**config.mk**
```make
export PLATFORM = sky130hd
export DESIGN_NAME = sb_datapath
export DESIGN_NICKNAME = d
export VERILOG_FILES = /design/src/rtl/sb_pkg.sv /design/src/rtl/sb_bus.sv /design/src/rtl/sb_regfile.sv /design/src/rtl/sb_alu.sv /design/src/rtl/sb_datapath.sv
export SDC_FILE = /design/constraint.sdc
export NUM_CORES = 1
export LEC_CHECK = 0
export BUFFER_PORTS_ARGS = -buffer_cell sky130_fd_sc_hd__buf_2
export CAP_MARGIN = 20
export CORE_ASPECT_RATIO = 0.75
export CORE_MARGIN = 2
export CORE_UTILIZATION = 55
export CTS_CLUSTER_DIAMETER = 60
export DETAILED_ROUTE_END_ITERATION = 8
export GPL_TIMING_DRIVEN = 0
export PLACE_DENSITY = 0.77
export SYNTH_ARGS = -nofsm -noshare
export SYNTH_HDL_FRONTEND = slang
export SYNTH_SLANG_ARGS = --single-unit
export TNS_END_PERCENT = 50
```
**constraint.sdc**
```tcl
create_clock -name clk -period 7.25 [get_ports clk]
set_clock_uncertainty 0.15 [all_clocks]
set_input_delay 1.0875 -clock clk [delete_from_list [all_inputs] [get_ports clk]]
set_output_delay 1.0875 -clock clk [all_outputs]
set_load 0.05 [all_outputs]
```
**src/rtl/sb_pkg.sv**
```systemverilog
package sb_pkg;
  typedef enum logic [1:0] {
    ALU_ADD = 2'd0,
    ALU_SUB = 2'd1,
    ALU_AND = 2'd2,
    ALU_OR  = 2'd3
  } alu_op_e;

  localparam int SB_DW   = 32;
  localparam int SB_NREG = 8;
  localparam int SB_AFW  = 25;
  localparam int SB_INC  = 4;
  // fixed source slots ahead of the register file on the bus
  localparam int SB_FIXED_SRC = 4;
endpackage

```
**src/rtl/sb_bus.sv**
```systemverilog
module sb_bus #(
  parameter int DW   = 32,
  parameter int NSRC = 12
) (
  input  logic [NSRC-1:0]         en,
  input  logic [NSRC-1:0][DW-1:0] src,
  output logic [DW-1:0]           bus,
  output logic                    conflict
);
  localparam int CW = $clog2(NSRC + 1);

  logic [NSRC-1:0][DW-1:0] gated;
  logic [DW-1:0]           merged;
  logic [CW-1:0]           active;

  for (genvar i = 0; i < NSRC; i++) begin : g_gate
    assign gated[i] = src[i] & {DW{en[i]}};
  end

  always_comb begin
    merged = '0;
    active = '0;
    for (int i = 0; i < NSRC; i++) begin
      merged = merged | gated[i];
      active = active + CW'(en[i]);
    end
  end

  assign conflict = (active > CW'(1));
  assign bus      = conflict ? '0 : merged;

  always_comb begin
    if (conflict) begin
      AST_CONFLICT_ZERO: assert (bus == '0);
    end
  end
endmodule

```
**src/rtl/sb_regfile.sv**
```systemverilog
module sb_regfile #(
  parameter int DW   = 32,
  parameter int NREG = 8
) (
  input  logic                    clk,
  input  logic                    rst_n,
  input  logic [NREG-1:0]         load,
  input  logic [DW-1:0]           bus,
  output logic [NREG-1:0][DW-1:0] q
);
  for (genvar i = 0; i < NREG; i++) begin : g_reg
    always_ff @(posedge clk or negedge rst_n) begin
      if (!rst_n)       q[i] <= '0;
      else if (load[i]) q[i] <= bus;
    end

    AST_REG_HOLD: assert property (@(posedge clk) disable iff (!rst_n)
      !load[i] |=> $stable(q[i]));
  end
endmodule

```
**src/rtl/sb_alu.sv**
```systemverilog
module sb_alu
  import sb_pkg::*;
#(
  parameter int DW  = 32,
  parameter int INC = 4
) (
  input  logic          sel_four,
  input  logic [1:0]    op,
  input  logic [DW-1:0] y,
  input  logic [DW-1:0] b,
  output logic [DW-1:0] result,
  output logic          neg
);
  logic [DW-1:0] a;
  alu_op_e       op_e;

  assign a    = sel_four ? DW'(INC) : y;
  assign op_e = alu_op_e'(op);

  always_comb begin
    unique case (op_e)
      ALU_ADD: result = a + b;
      ALU_SUB: result = a - b;
      ALU_AND: result = a & b;
      ALU_OR:  result = a | b;
      default: result = '0;
    endcase
  end

  assign neg = result[DW-1];
endmodule

```
**src/rtl/sb_datapath.sv**
```systemverilog
module sb_datapath
  import sb_pkg::*;
#(
  parameter int DW   = SB_DW,
  parameter int NREG = SB_NREG,
  parameter int AFW  = SB_AFW,
  parameter int INC  = SB_INC
) (
  input  logic            clk,
  input  logic            rst_n,
  input  logic            drv_pc,
  input  logic            drv_z,
  input  logic            drv_mdr,
  input  logic            drv_iraddr,
  input  logic [NREG-1:0] drv_reg,
  input  logic            ld_pc,
  input  logic            ld_mar,
  input  logic            ld_mdr_bus,
  input  logic            ld_mdr_mem,
  input  logic            ld_ir,
  input  logic            ld_y,
  input  logic            ld_z,
  input  logic [NREG-1:0] ld_reg,
  input  logic            alu_sel_four,
  input  logic [1:0]      alu_op,
  input  logic            mem_read_req,
  input  logic            mem_write_req,
  output logic [DW-1:0]   mem_addr,
  output logic            mem_rd,
  output logic            mem_wr,
  output logic [DW-1:0]   mem_wdata,
  input  logic [DW-1:0]   mem_rdata,
  input  logic            mem_mfc,
  output logic [DW-1:0]   ir_word,
  output logic            n_flag,
  output logic [DW-1:0]   bus_value,
  output logic            bus_conflict
);
  localparam int NSRC = SB_FIXED_SRC + NREG;

  logic [DW-1:0] pc_q, mar_q, mdr_q, ir_q, y_q, z_q;
  logic          n_q, rd_q, wr_q;
  logic [DW-1:0] alu_res;
  logic          alu_neg;

  logic [NSRC-1:0]           src_en;
  logic [NSRC-1:0][DW-1:0]   src_val;
  logic [NREG-1:0][DW-1:0]   rf_q;

  assign src_en  = {drv_reg, drv_iraddr, drv_mdr, drv_z, drv_pc};
  assign src_val[0] = pc_q;
  assign src_val[1] = z_q;
  assign src_val[2] = mdr_q;
  assign src_val[3] = {{(DW-AFW){1'b0}}, ir_q[AFW-1:0]};
  for (genvar i = 0; i < NREG; i++) begin : g_src
    assign src_val[SB_FIXED_SRC+i] = rf_q[i];
  end

  sb_bus #(.DW(DW), .NSRC(NSRC)) bus_i (
    .en      (src_en),
    .src     (src_val),
    .bus     (bus_value),
    .conflict(bus_conflict)
  );

  sb_regfile #(.DW(DW), .NREG(NREG)) rf_i (
    .clk  (clk),
    .rst_n(rst_n),
    .load (ld_reg),
    .bus  (bus_value),
    .q    (rf_q)
  );

  sb_alu #(.DW(DW), .INC(INC)) alu_i (
    .sel_four(alu_sel_four),
    .op      (alu_op),
    .y       (y_q),
    .b       (bus_value),
    .result  (alu_res),
    .neg     (alu_neg)
  );

  always_ff @(posedge clk or negedge rst_n) begin
    if (!rst_n) begin
      pc_q  <= '0;
      mar_q <= '0;
      mdr_q <= '0;
      ir_q  <= '0;
      y_q   <= '0;
      z_q   <= '0;
      n_q   <= 1'b0;
    end else begin
      if (ld_pc)  pc_q  <= bus_value;
      if (ld_mar) mar_q <= bus_value;
      if (ld_ir)  ir_q  <= bus_value;
      if (ld_y)   y_q   <= bus_value;
      if (ld_z) begin
        z_q <= alu_res;
        n_q <= alu_neg;
      end
      if (ld_mdr_mem && mem_mfc) mdr_q <= mem_rdata;
      else if (ld_mdr_bus)       mdr_q <= bus_value;
    end
  end

  // memory strobes: a request wins over a completion in the same cycle
  always_ff @(posedge clk or negedge rst_n) begin
    if (!rst_n) begin
      rd_q <= 1'b0;
      wr_q <= 1'b0;
    end else begin
      if (mem_read_req)  rd_q <= 1'b1;
      else if (mem_mfc)  rd_q <= 1'b0;
      if (mem_write_req) wr_q <= 1'b1;
      else if (mem_mfc)  wr_q <= 1'b0;
    end
  end

  assign mem_addr  = mar_q;
  assign mem_wdata = mdr_q;
  assign mem_rd    = rd_q;
  assign mem_wr    = wr_q;
  assign ir_word   = ir_q;
  assign n_flag    = n_q;

  AST_PC_FROM_BUS: assert property (@(posedge clk) disable iff (!rst_n)
    ld_pc |=> pc_q == $past(bus_value));
  AST_MAR_FROM_BUS: assert property (@(posedge clk) disable iff (!rst_n)
    ld_mar |=> mem_addr == $past(bus_value));
  AST_Z_HOLD: assert property (@(posedge clk) disable iff (!rst_n)
    !ld_z |=> $stable(z_q));
  AST_N_HOLD: assert property (@(posedge clk) disable iff (!rst_n)
    !ld_z |=> $stable(n_flag));
  AST_MDR_MEM: assert property (@(posedge clk) disable iff (!rst_n)
    (ld_mdr_mem && mem_mfc) |=> mem_wdata == $past(mem_rdata));
  AST_RD_HOLD: assert property (@(posedge clk) disable iff (!rst_n)
    (mem_rd && !mem_mfc) |=> mem_rd);
  AST_WR_HOLD: assert property (@(posedge clk) disable iff (!rst_n)
    (mem_wr && !mem_mfc) |=> mem_wr);
  AST_IRADDR_ZEXT: assert property (@(posedge clk) disable iff (!rst_n)
    (drv_iraddr && !bus_conflict) |-> bus_value[DW-1:AFW] == '0);
endmodule

```
==> results.json <==
{
  "status": "finished with violations",
  "violations": "negative setup slack",
  "yosysSeqAreaShare": 0.4904,
  "cts_num_sinks": 450,
  "initial_utilization": 0.5600,
  "ys.flop_type": "dfrtp_1",
  "syn_area_per_cell_um2": 11.93,
  "seq_area_mm2": 0.01126,
  "grt_max_degree": 125,
  "max_freq_mhz": 125.1,
  "ys_seq_elements": 450,
  "gr-usage-met3": 0.1196,
  "die_y_um": 180.9,
  "drt.antenna.violating_nets": 0,
  "critPathKind": "primary input to flop",
  "power_density_mw_per_mm2": 585.2,
  "slowest_delay_ns": 0.52,
  "hold_violations": 0,
  "crit_start": "drv_z",
  "post-route-drc-count": 0,
  "ys_warn_count": 0,
  "worst_setup_path_start_kind": "primary input",
  "period_share": 1.103,
  "setup_tns_ns": -9.937,
  "post_drt_wl_per_cell_um": 28.65,
  "r2r_slack_ns": 1.67,
  "drv_slew": 0,
  "cts.clk_slew.worst_paths_ns": 0.06,
  "peakVddDrop_mv": 0.3297,
  "antenna_found_initial": 1,
  "n_fill_cell": 2984,
  "p_leak_uw": 0.01361,
  "critPathCaptureType": "flop",
  "rsz0062_at_grt": "yes",
  "multi_input_area_mm2": 0.01130,
  "report.final.setup_viol": 22,
  "busiest_layer": "met1",
  "grt_pass1_wl_um": 119400,
  "fin_nets": 2339,
  "place_ws_ns": -2.983,
  "synth_fp_nets": 2037,
  "track_usage": 0.3723,
  "die_w_um": 239.9,
  "drive_gt1_frac": 0.4326,
  "met1_usage": 0.5346,
  "synth_enable_flop_cells": 0,
  "syn_to_final_growth_pct": 21.99,
  "ios": 199,
  "async_flop_share": 1.000,
  "use_met2": 0.5232,
  "fp.dieArea_mm2": 0.04341,
  "grt_overflow": 0,
  "clk_path_buf_depth": 3,
  "core_mm2": 0.04100,
  "drt-initial-drc-count": 2096,
  "cts_max_level": 2,
  "fin_util": 0.6832,
  "cp_data_arrival_time_ns": 8.30,
  "gp_routability_congestion": 0.9422,
  "rr_startpoint": "ir_word[15]",
  "rows": 64,
  "insertion_delay_ns": 0.60,
  "finalInstanceArea_mm2": 0.02801,
  "cts-buffers-inserted": 47,
  "min_period_ns": 7.994,
  "vias_per_cell": 6.549,
  "vias": 18490,
  "tightest_slew_ns": 1.160,
  "portBuffers": 183,
  "required_ns": 7.55,
  "routed_wl_um": 80900,
  "min_path_type": "primary input to async pin",
  "slew_headroom": 0.2265,
  "placed_cell_area_mm2": 0.02499,
  "dr.pass1.iters": 5,
  "cp_max_fo": 6,
  "synth_cell_type_count": 69,
  "cts-root-buf": "clkbuf_16",
  "layout_setup_ws_ns": -0.7441,
  "cp_common_cell": "buf_12",
  "synth_cells": 1924,
  "tritoncts": "built",
  "grt_pass1_vias": 18620,
  "drv_cap": 0,
  "syn_area_mm2": 0.02296,
  "cpMaxStageDelayCell": "fa_1",
  "dp_hpwl_um": 55700
}
[Yosys cell counts (4+ instances only)]
cell	count	area (um^2)
fa_1	8	160.2
nand2b_1	10	62.56
inv_1	30	112.6
nor3_1	12	60.06
a222oi_1	7	70.07
clkbuf_1	102	382.9
nor2b_1	42	262.8
a21oi_1	86	430.4
or2_2	6	37.54
buf_6	6	67.56
a221oi_1	83	727.0
ha_1	38	475.5
dfrtp_1	450	11260
o2111ai_1	4	35.03
o31a_1	4	35.03
nor2_1	111	416.7
mux2i_1	37	370.4
o21a_1	7	52.55
buf_2	21	105.1
xor2_1	28	245.2
xnor2_1	18	157.7
a221oi_2	6	90.09
o21ai_0	38	190.2
or3_1	5	31.28
buf_4	60	450.4
a211oi_1	4	30.03
buf_1	21	78.83
o31ai_1	13	97.59
nand3_1	13	65.06
a21boi_0	4	30.03
o211ai_1	4	30.03
a31oi_1	21	131.4
nand2_1	46	172.7
mux2_2	386	4347
and3_1	18	112.6
a22o_1	89	779.5
a21o_1	15	112.6
maj3_1	30	300.3
[registers in the layout (all words and copies together) (netlist names)]
register	count
ir_word	32
mem_addr	32
mem_rd	1
mem_wdata	32
mem_wr	1
pc_q	32
rf_i.q	256
y_q	32
z_q	32
[routing by layer]
| metal | vias up | wire length, um |
|---|---|---|
| li1 | 7616 | - |
| met1 | 9416 | 33000 |
| met2 | 1220 | 33880 |
| met3 | 241 | 10630 |
| met4 | 0 | 3380 |
| met5 | - | 0 |
[layout make-up]
| class | count | area share |
|---|---|---|
| clock inverters | 15 | 0.007638 |
| repair buffers | 262 | 0.06249 |
| multi-input cells | 1233 | 0.4033 |
| clock buffers | 69 | 0.04998 |
| diodes | 2 | 0.0001787 |
| plain buffers | 201 | 0.04498 |
| inverters | 31 | 0.004333 |
| well taps | 561 | 0.02506 |
| flip-flops and latches | 450 | 0.4020 |
[cells by family after synthesis]
kind of cell	Yosys count	synth area share
AOI/OAI and AO/OA	407	0.1333
xor gates and xnor gates	46	0.01755
adders and majority gates	76	0.04076
buffers and inverters	241	0.05231
DFF	450	0.4904
muxes	423	0.2054
and+or+nand+nor	281	0.06022
[per-stage QoR]
stage,cells,total power [uW],hold slack (ns)
floorplan,1924,9825,0.3154
global placement,2668,11820,0.3118
detailed placement,2679,12070,0.3200
CTS,2810,15620,0.2306
global route,2822,17040,0.2480
finish,2824,16390,0.2244
[power breakdown]
group          leakage [uW]  internal [uW]  switching (uW)
Sequential          0.00600           3500             678
Clock              0.000796           1460            1100
Combinational       0.00681           3960            5700
Total                0.0136           8920            7470
[worst max-delay path: cells and delay by family]
kind	cells	cell delay [ns]
AND/OR/NAND/NOR	6	0.93
buffers and inverters	10	0.99
AO/OA/AOI/OAI	8	1.92
XOR/XNOR	2	0.39
adder cells (fa/ha/maj)	8	2.94
[path summary, 6_finish.rpt]
path | to | depth (start not counted)
min | mem_wr | 1
min reg2reg | mem_rd | 1
max | z_q[31] | 34
max reg2reg | z_q[31] | 18
max in group asynchronous | z_q[24] | 4
min in group clk | mem_rd | 1
[placed cells by master, fill, tap and decap left out, types with 25 or more instances in the layout]
cell / instances
xor2_1: 28
mux2i_1: 37
mux2_2: 386
maj3_1: 30
dfrtp_1: 450
buf_2: 180
nand2_1: 42
inv_1: 25
nor2b_1: 41
a21oi_1: 70
a221oi_1: 83
a22o_1: 89
nor2_1: 89
buf_4: 136
clkbuf_16: 49
ha_1: 28
clkbuf_1: 77
[repair_timing]
item,in CTS,in global routing
gates resized for setup,154,82
hold buffers,0,0
buffers inserted,54,14
pin swaps,69,48
gates cloned,2,0
endpoints found under the setup margin,64,56
No activity file was read; power rests on OpenSTA's default activity.
